**src/rtl/fwp_pkg.sv**
```systemverilog
package fwp_pkg;

    typedef enum logic [1:0] {
        ST_IDLE,
        ST_PGM_SETUP,
        ST_LCK_SETUP,
        ST_BUSY
    } st_e;

    typedef enum logic [1:0] {
        LK_NONE,
        LK_SET,
        LK_CLR,
        LK_DOWN
    } lk_op_e;

    localparam logic [7:0] CMD_PGM_A    = 8'h40;
    localparam logic [7:0] CMD_PGM_B    = 8'h10;
    localparam logic [7:0] CMD_BUF      = 8'hE8;
    localparam logic [7:0] CMD_EFP      = 8'h80;
    localparam logic [7:0] CMD_CONFIRM  = 8'hD0;
    localparam logic [7:0] CMD_CLR_ST   = 8'h50;
    localparam logic [7:0] CMD_RD_ARR   = 8'hFF;
    localparam logic [7:0] CMD_LCK      = 8'h60;
    localparam logic [7:0] CMD_LCK_SET  = 8'h01;
    localparam logic [7:0] CMD_LCK_DOWN = 8'h2F;

endpackage

```
**src/rtl/fwp_lock.sv**
```systemverilog
module fwp_lock
    import fwp_pkg::*;
#(
    parameter int NUM_BLOCKS = 32,
    localparam int BLK_W = $clog2(NUM_BLOCKS)
) (
    input  logic             clk,
    input  logic             rst_n,
    input  logic [BLK_W-1:0] blk,
    input  lk_op_e           op,
    input  logic             wp_on,
    output logic             locked
);

    logic [NUM_BLOCKS-1:0] lk_q;
    logic [NUM_BLOCKS-1:0] ld_q;

    for (genvar b = 0; b < NUM_BLOCKS; b++) begin : g_blk
        always_ff @(posedge clk) begin
            if (!rst_n) begin
                lk_q[b] <= 1'b1;
                ld_q[b] <= 1'b0;
            end else if (blk == BLK_W'(b)) begin
                unique case (op)
                    LK_SET:  lk_q[b] <= 1'b1;
                    LK_DOWN: begin
                        lk_q[b] <= 1'b1;
                        ld_q[b] <= 1'b1;
                    end
                    LK_CLR:  if (!(ld_q[b] && wp_on)) lk_q[b] <= 1'b0;
                    default: ;
                endcase
            end
        end
    end

    assign locked = lk_q[blk];

endmodule

```
**src/rtl/fwp_array.sv**
```systemverilog
module fwp_array #(
    parameter int DATA_W = 16,
    parameter int DEPTH  = 64,
    localparam int ADDR_W = $clog2(DEPTH)
) (
    input  logic              clk,
    input  logic              rst_n,
    input  logic              wr_en,
    input  logic [ADDR_W-1:0] wr_addr,
    input  logic [DATA_W-1:0] wr_data,
    input  logic [ADDR_W-1:0] rd_addr_a,
    output logic [DATA_W-1:0] rd_data_a,
    input  logic [ADDR_W-1:0] rd_addr_b,
    output logic [DATA_W-1:0] rd_data_b
);

    logic [DATA_W-1:0] cell_q [DEPTH];

    for (genvar w = 0; w < DEPTH; w++) begin : g_word
        always_ff @(posedge clk) begin
            if (!rst_n) begin
                cell_q[w] <= '1;
            end else if (wr_en && wr_addr == ADDR_W'(w)) begin
                cell_q[w] <= wr_data;
            end
        end
    end

    assign rd_data_a = cell_q[rd_addr_a];
    assign rd_data_b = cell_q[rd_addr_b];

endmodule

```
**src/rtl/fwp_busy_timer.sv**
```systemverilog
module fwp_busy_timer #(
    parameter int CYCLES = 4,
    localparam int CNT_W = $clog2(CYCLES + 1)
) (
    input  logic clk,
    input  logic rst_n,
    input  logic start,
    output logic busy,
    output logic done
);

    logic [CNT_W-1:0] cnt_q;

    always_ff @(posedge clk) begin
        if (!rst_n) begin
            cnt_q <= '0;
        end else if (start) begin
            cnt_q <= CNT_W'(CYCLES);
        end else if (cnt_q != '0) begin
            cnt_q <= cnt_q - 1'b1;
        end
    end

    assign busy = (cnt_q != '0);
    assign done = (cnt_q == CNT_W'(1));

endmodule

```
**src/rtl/fwp_ctrl.sv**
```systemverilog
module fwp_ctrl
    import fwp_pkg::*;
#(
    parameter int DATA_W            = 16,
    parameter int NUM_BLOCKS        = 32,
    parameter int WORDS_PER_BLOCK   = 2,
    parameter int BLOCKS_PER_REGION = 8,
    parameter int BUSY_CYCLES       = 4,
    localparam int DEPTH  = NUM_BLOCKS * WORDS_PER_BLOCK,
    localparam int ADDR_W = $clog2(DEPTH),
    localparam int WRD_W  = $clog2(WORDS_PER_BLOCK),
    localparam int BLK_W  = $clog2(NUM_BLOCKS),
    localparam int NRGN   = NUM_BLOCKS / BLOCKS_PER_REGION,
    localparam int RGN_W  = (NRGN > 1) ? $clog2(NRGN) : 1,
    localparam int RGN_SH = $clog2(BLOCKS_PER_REGION)
) (
    input  logic              clk,
    input  logic              rst_n,
    input  logic              wp_on,
    input  logic              we,
    input  logic              re,
    input  logic [ADDR_W-1:0] addr,
    input  logic [DATA_W-1:0] wdata,
    output logic [DATA_W-1:0] rdata,
    output logic [RGN_W-1:0]  region_idx
);

    st_e               state, state_n;
    logic              rmode_stat;
    logic              err_cmd, err_prog, err_lock;
    logic [ADDR_W-1:0] pend_addr;
    logic [DATA_W-1:0] pend_data;
    logic [RGN_W-1:0]  region_q;

    logic [BLK_W-1:0]  blk;
    logic              blk_locked;
    lk_op_e            lk_op;
    logic [7:0]        cmd;
    logic [DATA_W-1:0] arr_rd, arr_old;
    logic              tmr_start, tmr_busy, tmr_done;
    logic              commit;
    logic [7:0]        status;

    assign cmd = wdata[7:0];
    assign blk = addr[ADDR_W-1:WRD_W];

    fwp_lock #(.NUM_BLOCKS(NUM_BLOCKS)) u_lock (
        .clk    (clk),
        .rst_n  (rst_n),
        .blk    (blk),
        .op     (lk_op),
        .wp_on  (wp_on),
        .locked (blk_locked)
    );

    fwp_array #(.DATA_W(DATA_W), .DEPTH(DEPTH)) u_array (
        .clk       (clk),
        .rst_n     (rst_n),
        .wr_en     (commit),
        .wr_addr   (pend_addr),
        .wr_data   (arr_old & pend_data),
        .rd_addr_a (addr),
        .rd_data_a (arr_rd),
        .rd_addr_b (pend_addr),
        .rd_data_b (arr_old)
    );

    fwp_busy_timer #(.CYCLES(BUSY_CYCLES)) u_timer (
        .clk   (clk),
        .rst_n (rst_n),
        .start (tmr_start),
        .busy  (tmr_busy),
        .done  (tmr_done)
    );

    // State register
    always_ff @(posedge clk) begin
        if (!rst_n) state <= ST_IDLE;
        else        state <= state_n;
    end

    // Next state and decode strobes
    always_comb begin
        state_n   = state;
        lk_op     = LK_NONE;
        tmr_start = 1'b0;
        commit    = 1'b0;
        unique case (state)
            ST_IDLE: begin
                if (we) begin
                    if (cmd == CMD_PGM_A || cmd == CMD_PGM_B) state_n = ST_PGM_SETUP;
                    else if (cmd == CMD_LCK)                  state_n = ST_LCK_SETUP;
                end
            end
            ST_PGM_SETUP: begin
                if (we) begin
                    if (blk_locked) begin
                        state_n = ST_IDLE;
                    end else begin
                        state_n   = ST_BUSY;
                        tmr_start = 1'b1;
                    end
                end
            end
            ST_LCK_SETUP: begin
                if (we) begin
                    state_n = ST_IDLE;
                    if (cmd == CMD_LCK_SET)       lk_op = LK_SET;
                    else if (cmd == CMD_CONFIRM)  lk_op = LK_CLR;
                    else if (cmd == CMD_LCK_DOWN) lk_op = LK_DOWN;
                end
            end
            ST_BUSY: begin
                if (tmr_done || !tmr_busy) begin
                    state_n = ST_IDLE;
                    commit  = 1'b1;
                end
            end
            default: state_n = ST_IDLE;
        endcase
    end

    assign status = {(state != ST_BUSY), 1'b0, err_cmd, err_prog, 2'b00, err_lock, 1'b0};

    // Output and status registers
    always_ff @(posedge clk) begin
        if (!rst_n) begin
            rmode_stat <= 1'b0;
            err_cmd    <= 1'b0;
            err_prog   <= 1'b0;
            err_lock   <= 1'b0;
            pend_addr  <= '0;
            pend_data  <= '0;
            region_q   <= '0;
            rdata      <= '0;
        end else begin
            if (re) rdata <= rmode_stat ? DATA_W'(status) : arr_rd;
            unique case (state)
                ST_IDLE: begin
                    if (we) begin
                        if (cmd == CMD_PGM_A || cmd == CMD_PGM_B || cmd == CMD_LCK) begin
                            rmode_stat <= 1'b1;
                        end else if (cmd == CMD_BUF || cmd == CMD_EFP || cmd == CMD_CONFIRM) begin
                            rmode_stat <= 1'b1;
                            err_cmd    <= 1'b1;
                        end else if (cmd == CMD_CLR_ST) begin
                            err_cmd  <= 1'b0;
                            err_prog <= 1'b0;
                            err_lock <= 1'b0;
                        end else if (cmd == CMD_RD_ARR) begin
                            rmode_stat <= 1'b0;
                        end
                    end
                end
                ST_PGM_SETUP: begin
                    if (we) begin
                        region_q <= RGN_W'(blk >> RGN_SH);
                        if (blk_locked) begin
                            err_prog <= 1'b1;
                            err_lock <= 1'b1;
                        end else begin
                            pend_addr <= addr;
                            pend_data <= wdata;
                        end
                    end
                end
                ST_LCK_SETUP: begin
                    if (we && !(cmd == CMD_LCK_SET || cmd == CMD_CONFIRM || cmd == CMD_LCK_DOWN)) begin
                        err_cmd <= 1'b1;
                    end
                end
                ST_BUSY: begin
                    if (commit && ((pend_data & ~arr_old) != '0)) err_prog <= 1'b1;
                end
                default: ;
            endcase
        end
    end

    assign region_idx = region_q;

endmodule

```
**config.mk**
```make
export PLATFORM = sky130hd
export DESIGN_NAME = fwp_ctrl
export DESIGN_NICKNAME = d
export VERILOG_FILES = /design/src/rtl/fwp_pkg.sv /design/src/rtl/fwp_lock.sv /design/src/rtl/fwp_array.sv /design/src/rtl/fwp_busy_timer.sv /design/src/rtl/fwp_ctrl.sv
export SDC_FILE = /design/constraint.sdc
export NUM_CORES = 2
export LEC_CHECK = 0
export ABC_CLOCK_PERIOD_IN_PS = 4000
export BUFFER_PORTS_ARGS = -buffer_cell sky130_fd_sc_hd__buf_2
export CAP_MARGIN = 20
export CORE_ASPECT_RATIO = 0.75
export CORE_MARGIN = 10
export CORE_UTILIZATION = 50
export DETAILED_ROUTE_END_ITERATION = 8
export PLACE_DENSITY = 0.69
export REMOVE_ABC_BUFFERS = 1
export SKIP_LAST_GASP = 1
export SLEW_MARGIN = 5
export SYNTH_ARGS = -nofsm -noshare
export SYNTH_HDL_FRONTEND = slang
export SYNTH_HIERARCHICAL = 1
export SYNTH_SLANG_ARGS = --single-unit
```
**constraint.sdc**
```tcl
create_clock -name clk -period 4 [get_ports clk]
set_input_delay 0.6 -clock clk [delete_from_list [all_inputs] [get_ports clk]]
set_output_delay 0.6 -clock clk [all_outputs]
set_load 0.02 [all_outputs]
```
==> metrics.md <==
| Metric | Value |
|---|---|
| Number of global-route vias before repair | `41.8k` |
| CP cell instances | `buf_4 > mux2_2 > o22ai_1 > a221oi_1 > o32ai_1 > nor4_1 > and2_2 > buf_4 > or3_1` |
| Hold depth | `3` |
| Sequential area share after synthesis | `54.2%` |
| Die Width | `423 um` |
| CP max stage delay | `0.80 ns` |
| Setup tns final | `0 ns` |
| Synth Instances | `4426` |
| Worst-path clk slew | `0.07 ns` |
| Placed cell count | `5885` |
| Largest net degree at the start of global routing | `130` |
| CTS Hold Bufs | `0` |
| I/O pin cnt | `45` |
| Largest cells by area after synthesis | `edfxtp_1 50%, mux4_2 17%, or3_1 11%` |
| Main synth FF type | `edfxtp_1` |
| CTS Root Cell | `clkbuf_16` |
| Number of synthesized flops with an enable pin | `1024` |
| First-pass GRT wire length | `305 mm` |
| RD Place Congestion | `0.974` |
| Peak supply drop | `0.366 mV` |
| GRT Total Usage | `30.5%` |
| Crit-path leading delay family | `compound AO/OA/AOI/OAI gates` |
| Leakage | `16.5 nW` |
| Highest clock rate | `251 MHz` |
| P&R area growth vs syn | `12.0%` |
| Initial antenna violation count | `11` |
| Port Buffer Count | `44` |
| Most used cell, CP | `buf_4` |
| Htree depth | `3` |
| GR peak layer | `met2` |
| Cell accounting for the most synthesized area | `edfxtp_1` |
| FILL cells | `9330` |
| Final Setup Violations | `0` |
| Fin crit share | `99.8%` |
| Syn Area/Cell | `13.8 um2` |
| Most common cell after layout, fill and taps aside | `or3_1` |
| Worst Path Arrival | `4.45 ns` |
| CP Capture Point | `u_array/cell_q[24][13]` |
| Number of CTS-inserted buffers | `110` |
| Endpoint class of the critical path | `register` |
| Post-layout min period | `3.99 ns` |
| Nets | `4406` |
| Layout cell share with drive strength beyond 1 | `28.1%` |
| Fin. max-slew vios | `0` |
| CP Launch Type | `register` |
| Ys Warns | `6` |
| # rows | `110` |
| Detailed-route via count | `43.9k` |
| Grt met1 use | `42.3%` |
| CP startpoint | `pend_addr[1]` |
| Worst Path Required | `4.46 ns` |
| WP depth | `9` |
| Synth cell types | `73` |
| 1st-iter DRT viols | `7668` |
| Post-cts gate resize count | `0` |
| Post-Layout Inst Area | `68200 um2` |
| Status | `completed` |
| Initial Util | `50.6%` |
| Worst-Margin Slew | `1.28 ns` |
| Antenna Violating Nets Remaining | `0` |
| Gr ovfl total | `0` |
| Worst reg2reg path depth | `9` |
| Max FO, Critical Path | `18` |
| R2R setup slack | `0.009 ns` |
| Slew HR | `13.6%` |
| Synth top area share | `50.5%` |
| Post-Syn Area | `60900 um2` |
| Critical path type | `reg2reg` |
| Wire per inst | `35.2 um` |
| DP Area | `64400 um2` |
| FF-to-FF Start | `pend_addr[1]` |
| Post-Layout Cell Count | `6091` |
| Most frequent cells in the layout | `1028 x or3_1, 1024 x edfxtp_1, 468 x mux4_2` |
| Final hold violations | `0` |
| Bufs and invs on worst path | `2` |
| Met3 Use GR | `12.1%` |
| Worst r2r dst | `u_array/cell_q[24][13]` |
| Met2 Resource Use GR | `42.4%` |
| HPWL after DPL | `140 mm` |
| Setup Skew | `0.0295 ns` |
| Crit-path slowest cell | `o32ai_1` |
| Seq cells post-synth | `1137` |
| Pwr dens | `368 nW/um2` |
| Max clock buf depth | `3` |
| Unrepaired setup endpoints after global routing | `false` |
| TritonCTS Sinks | `1137` |
| DIE HEIGHT | `322 um` |
| Max-cap violations | `0` |
| Clock latency on the worst-skew pair | `0.74 ns` |
| Core ar. | `120000 um2` |
| Min-Delay Path Class | `in2reg` |
| DRT Pass-1 Iters | `6` |
| Final core occ | `56.6%` |
| Vias/cell | `7.21` |
| DRC viols | `0` |
| DRT Wirelength | `214 mm` |
| Die outline area | `136000 um2` |
| Hold WS | `0.104 ns` |
| CTS tree | `done` |
| Asr flop ratio synth | `0%` |
-- what timing repair did --
item	4_1_cts	5_1_grt
hold endpoints to repair	0	0
endpoints found under the setup margin	0	1
buffers inserted	0	1
-- metal layers --
| layer | wire length (um) | vias to the layer above |
|---|---|---|
| met3 | 36600 | 610 |
| met2 | 88800 | 3717 |
| li1 | - | 17552 |
| met1 | 78100 | 22050 |
| met5 | 71 | - |
| met4 | 10700 | 10 |
-- cell families (layout without fill, tap and decap cells) --
group	count (synthesis)	after routing	share of synthesized area (%)
other	0	1	0
AND/OR/NAND/NOR	1511	1511	14.6
adder cells (fa/ha/maj)	3	3	0.0616
AO/OA/AOI/OAI	472	472	5.38
buffers and inverters	600	640	4.39
multiplexers	701	701	21.3
XOR/XNOR	2	2	0.0288
flip-flops	1137	1137	54.2
-- worst min path at each step --
stage	start	end
3_5_place_dp	u_lock/ld_q[27]	u_lock/ld_q[27]
2_1_floorplan	err_lock	err_lock
6_report	wdata[12]	pend_data[12]
5_1_grt	wdata[12]	pend_data[12]
4_1_cts	wdata[12]	pend_data[12]
3_3_place_gp	u_lock/ld_q[12]	u_lock/ld_q[12]
-- report_power, final --
part	internal, mW	leakage [nW]	total (mW)	switching, mW
clock	6.20	1.83	10.9	4.69
combinational	0.378	6.83	1.28	0.898
sequential	12.9	7.85	12.9	0.0195
total	19.5	16.5	25.1	5.61
-- cell usage after synthesis (all sizes together), types with 67 or more instances --
master  count
or3      1028
edfxtp   1024
mux4      469
clkbuf    413
mux2i     170
buf       165
nand2     125
dfxtp     113
o21ai      91
a22oi      86
nor2       79
nand3      77
a21oi      75
nor2b      67
-- sequential cells by signal, indices dropped and copies added, names as in the netlist --
signal and flops:
rmode_stat 1, pend_addr 6, region_idx 2, u_lock/lk_q 32, pend_data 16, err_prog 1
u_timer/cnt_q 3, err_cmd 1, err_lock 1, u_array/cell_q 1024, u_lock/ld_q 32, rdata 16
state 2
-- metrics by stage --
step | total power [mW] | setup WS [ns]
5_1_grt | 25.6 | 0.0720
4_1_cts | 25.1 | 0.107
6_report | 25.1 | 0.00937
3_3_place_gp | 14.4 | 0.183
3_5_place_dp | 14.4 | 0.126
2_1_floorplan | 13.7 | -8.70
-- worst reg2reg max path: stages, from the launching register on --
cell      delay, ns
dfxtp_4        0.64
buf_4          0.43
mux2_2         0.38
o22ai_1        0.16
a221oi_1       0.10
o32ai_1        0.80
nor4_1         0.14
and2_2         0.41
buf_4          0.27
or3_1          0.39
-- layout make-up --
cell class                      count  area (um2)  area share, %
Sequential cell                  1137       33000           48.4
Timing Repair Buffer              416        3770           5.53
Clock inverter                     60         636          0.932
Inverter                           22        82.6          0.121
Tap cell                         1624        2030           2.98
Multi-Input combinational cell   2689       25600           37.5
Clock buffer                      142        3060           4.48
Antenna cell                        1        2.50        0.00367
(Power assumes the default switching activity.)
